===== config.mk =====
export PLATFORM = sky130hd
export DESIGN_NAME = ocu_master
export DESIGN_NICKNAME = d
export VERILOG_FILES = /design/src/rtl/ocu_master.sv
export SDC_FILE = /design/constraint.sdc
export NUM_CORES = 1
export LEC_CHECK = 0
export ABC_AREA = 1
export CORE_ASPECT_RATIO = 0.75
export CORE_MARGIN = 2
export CORE_UTILIZATION = 38
export CTS_BUF_LIST = sky130_fd_sc_hd__clkbuf_16
export CTS_CLUSTER_SIZE = 20
export DETAILED_ROUTE_END_ITERATION = 10
export DONT_BUFFER_PORTS = 1
export HOLD_SLACK_MARGIN = 0.06
export PLACE_DENSITY = 0.56
export SLEW_MARGIN = 30
export SYNTH_ARGS = -nofsm -noshare
export SYNTH_HDL_FRONTEND = slang
export SYNTH_SLANG_ARGS = --single-unit

===== constraint.sdc =====
create_clock -name clk -period 3.85 [get_ports clk]
set_input_delay 0.9625 -clock clk [delete_from_list [all_inputs] [get_ports clk]]
set_output_delay 0.9625 -clock clk [all_outputs]
set_load 0.01 [all_outputs]

===== src/rtl/ocu_master.sv =====
module ocu_master #(
  parameter int NCH = 8,
  parameter int CW  = 16
) (
  input  logic             clk,
  input  logic             rst_n,
  input  logic             tick,
  input  logic [CW-1:0]    count,
  input  logic             ovf,
  input  logic [NCH*CW-1:0] cmp_val,
  input  logic [NCH-1:0]   out_mode,
  input  logic [2*NCH-1:0] act_sel,
  input  logic [NCH-1:0]   pin_dis,
  input  logic [NCH-1:0]   force_stb,
  input  logic [NCH-1:0]   mst_mask,
  input  logic [NCH-1:0]   mst_data,
  input  logic             mst_ovf_en,
  input  logic             cnt_rst_en,
  input  logic [NCH-1:0]   flag_clr,
  input  logic             tmr_en,
  output logic [NCH-1:0]   pin,
  output logic [NCH-1:0]   flag,
  output logic             cnt_rst
);
  localparam int M = NCH - 1;
  localparam logic [NCH-1:0] MBIT = {1'b1, {(NCH-1){1'b0}}};

  logic [NCH-1:0] hit, ovr, nxt_pin;
  logic           mev;

  for (genvar i = 0; i < NCH; i++) begin : g_ch
    assign hit[i] = tick & out_mode[i] & (count == cmp_val[i*CW +: CW]);

    always_comb begin
      nxt_pin[i] = pin[i];
      if (hit[i] | force_stb[i]) begin
        case (act_sel[2*i +: 2])
          2'b01:   nxt_pin[i] = ~pin[i];
          2'b10:   nxt_pin[i] = 1'b0;
          2'b11:   nxt_pin[i] = 1'b1;
          default: nxt_pin[i] = pin[i];
        endcase
      end
      if (ovr[i])     nxt_pin[i] = mst_data[i];
      if (pin_dis[i]) nxt_pin[i] = pin[i];
    end
  end

  assign mev     = hit[M] | (tick & ovf & mst_ovf_en);
  assign ovr     = mst_mask & ~MBIT & {NCH{mev}};
  assign cnt_rst = tick & cnt_rst_en & (count == cmp_val[M*CW +: CW]);

  always_ff @(posedge clk or negedge rst_n) begin
    if (!rst_n) begin
      pin  <= '0;
      flag <= '0;
    end else begin
      pin  <= nxt_pin;
      flag <= (flag & ~(flag_clr & {NCH{tmr_en}})) | hit;
    end
  end
endmodule


Yosys cells after proc, flatten, opt, wreduce, memory -nomap -nowiden
Index checks and enable logic that the tools add are counted.
{"block": "word_totals", "reg_bits": 16, "in_bits": 215, "output_inout_bits": 17, "word_cells": 139}
{"block": "classes", "n_eq_ne": 32, "n_mux": 24, "bitwise_logic": 50, "n_reduce_logical": 24}
{"op": "equality test 16 bit", "count": 8}
{"op": "equality test 2 bit (second input constant)", "count": 16}
{"op": "nonzero test 4 bit", "count": 8}
{"op": "case mux 1 bit (3 select lines)", "count": 8}
{"op": "AND reduction 3 bit", "count": 8}
{"op": "bitwise AND 1 bit", "count": 20}
{"op": "bitwise AND 8 bit", "count": 2}
{"op": "equality test 2 x 1 -> 1 bit (second input constant)", "count": 8}
{"op": "two-way mux 1 bit", "count": 16}
{"op": "NOT 1 bit", "count": 16}
{"op": "nonzero test 2 bit", "count": 8}
{"op": "OR 1 bit", "count": 9}
{"op": "bitwise AND 7 x 8 -> 8 bit", "count": 1}
{"op": "NOT 8 bit", "count": 1}
{"op": "OR 8 bit", "count": 1}

Longest topological paths before layout
{"block": "logic_depth", "word_depth": 6, "ltp_mapped": 15}

Worst setup path after synthesis
OpenSTA, ideal clock, no wires.
{"block": "synth_path", "kind": "input port to output port", "start": "input port count[2]", "end": "output port cnt_rst", "t_arrival_ps": 1799, "setup_slack_ps": 1089, "path_stages": 9, "path_buffers": 1, "cell_sequence": "buf_4 inv_1 nand2_1 nand2_1 nor2_1 nand2_2 nor2_4 nand2_1 nor2_1"}
{"block": "synth_between", "elab_chain_len": 2}
{"item": "start, declared", "line": "8", "rtl": "input logic [CW-1:0] count,"}
{"item": "equality test 16 bit", "line": "51", "rtl": "assign cnt_rst = tick & cnt_rst_en & (count == cmp_val[M*CW +: CW]);"}
{"item": "bitwise AND 1 bit", "line": "51"}
{"item": "end, declared", "line": "23", "rtl": "output logic cnt_rst"}
No other way between the ends.

Worst setup path in the final report
{"block": "layout_path", "start": "input port count[0]", "end": "output port cnt_rst"}
The elaborated chain is that of the path after synthesis.

==> results.json <==
{
  "outcome": "finished clean",
  "firstDrtPassIters": 4,
  "port_buffers": 0,
  "dieHeight_um": 86.1,
  "final_max_slew_viol_count": 0,
  "synthTopCellsByArea": "nand2_1, dfrtp_1, inv_1",
  "detail-route-antenna-nets": 0,
  "dp.cells": 799,
  "grt_max_degree": 17,
  "grt_pass1_wl_um": 17000,
  "clock_path_buffers": 2,
  "crit_path_start_kind": "input pin",
  "htreeDepth": 1,
  "synth_seq_cells": 16,
  "antenna_found_initial": 0,
  "place_area_um2": 3440,
  "core_um2": 8600,
  "clock_skew_ns": 0,
  "die_x_um": 113,
  "drive_gt1_share_pct": 5.18,
  "nets": 913,
  "min_period_ns": 2.97,
  "fmax_ghz": 0.337,
  "arrival_ns": 2.01,
  "tightest_slew_ns": 0.400,
  "floorplan.rows": 29,
  "cts_root_buf": "clkbuf_16",
  "drt-total-wl_um": 11100,
  "syn-num-nets": 923,
  "io_pins": 232,
  "utilization_pct": 40.9,
  "drt_iter0_markers": 177,
  "hold_path.class": "in2async",
  "clk-insertion-delay-late_ns": 0.24,
  "cts-resized-gates": 0,
  "synth_top_area_share_pct": 41.6,
  "cts.sinks": 16,
  "globalRouteTotalUtil_pct": 22.1,
  "cts_hold_buffers": 0,
  "irDropWorstVdd_uv": 160,
  "post-route-drc-count": 0,
  "wl_per_cell_um": 13.8,
  "postCtsSetupBuffers": 0,
  "initial_utilization_pct": 39.7,
  "synth.distinct_cells": 25,
  "dp_hpwl_um": 9960,
  "design_area_um2": 3520,
  "hold_violations": 0,
  "syn_to_final_growth_pct": 3.04,
  "power_density_nw_per_um2": 192,
  "grt_overflow": 0,
  "syn_avg_cell_area_um2": 4.83,
  "cts_buffers": 3,
  "ys_warn_count": 0,
  "insertedDiodeCount": 0,
  "most-common-layout-cells": "nand2_1, inv_1, nor2_1",
  "rr_worst_depth": 5,
  "cp.required_ns": 2.89,
  "die_area_um2": 9760,
  "fillers": 1001,
  "vias_per_cell": 4.71,
  "setup_violations": 0,
  "layout.cells.non_filler": 803,
  "gp_congestion": 0.862,
  "endpoint_kind": "output pin",
  "netlist_area_um2": 3410,
  "clk_pin_slew_ns": 0.05,
  "yosysTopAreaCell": "nand2_1",
  "cts_tree": "built",
  "rsz0062_at_grt": "no",
  "finalCritPeriodShare_pct": 77.1,
  "yosysSeqAreaShare_pct": 11.7,
  "crit_type": "in2out",
  "vias": 3785,
  "crit_fanout": 15,
  "final_common_cell": "nand2_1",
  "grt_pass1_vias": 3656,
  "relSlewSlack_pct": 73.3,
  "tns_ns": 0,
  "whs_ns": 0.413,
  "p_leak_nw": 2.23,
  "synth_cells": 706,
  "maxCapViolCount": 0
}
## stage by stage
stage          worst slack [ns]  total power, mW
2_1_floorplan              1.09            0.448
3_3_place_gp              0.831            0.472
3_5_place_dp              0.820            0.478
4_1_cts                   0.817            0.684
5_1_grt                   0.712            0.743
6_report                  0.882            0.675
## power by group
group / total (mW) / switching, mW / internal (mW)
clock: 0.201 / 0.0635 / 0.138
combinational: 0.261 / 0.145 / 0.116
sequential: 0.212 / 0.0261 / 0.186
total: 0.675 / 0.235 / 0.440
## worst paths after layout
kind | end | start | slack, ns
worst max-delay path | cnt_rst | count[0] | 0.88
worst min-delay path | pin[1] | rst_n | 0.41
worst max register to register | pin[6] | pin[6] | 2.95
worst min register to register | flag[0] | flag[0] | 0.56
max in group asynchronous | flag[3] | rst_n | 3.36
min in group clk | flag[0] | flag[0] | 0.56
## per-layer routing
metal | global-route usage [%] | wire [um] | vias to the layer above
met5 | 0 | 0 | -
met4 | 2.99 | 96 | 0
met3 | 5.37 | 1080 | 6
met2 | 38.8 | 5080 | 157
met1 | 28.3 | 4800 | 1589
li1 | - | - | 2033
## sequential cells by signal, summed over array words and instances, names as in the netlist
signal	cells
flag	8
pin	8
## worst max-delay path: stages
cell and delay [ns]:
inv_1 0.16, nand2_1 0.11, nand2_1 0.05, nor2_1 0.15, nand2_1 0.10, nor2_2 0.19
nand2_1 0.09, nor2_1 0.19
## layout make-up
type	instances	area, um^2	share of cell area (%)
well taps	108	135	3.84
clock inverters	1	3.75	0.107
clock buffers	3	75.1	2.13
inverters	111	417	11.8
flip-flops and latches	16	400	11.4
multi-input cells	564	2490	70.7
## Yosys cell counts
library cell,number
clkinv_1,1
nand4_1,3
or2_2,12
o21ai_0,13
inv_2,8
nand2_1,378
buf_4,9
a21boi_0,4
nand2_4,4
nand2_2,2
xnor2_1,33
dfrtp_1,16
buf_12,1
buf_2,3
clkbuf_1,2
ha_1,2
xor2_1,1
nand3_4,1
a21oi_1,5
nor2_2,2
nor2_1,76
nor2_4,1
nand3_1,24
inv_1,102
a21oi_2,3
## kinds of logic after synthesis
| group | synth area share, % |
|---|---|
| compound gates | 4.29 |
| xor+xnor | 8.72 |
| fa+ha+maj | 0.733 |
| buf+inv | 15.4 |
| flops | 11.7 |
| simple gates | 59.1 |
(Power assumes the default switching activity.)
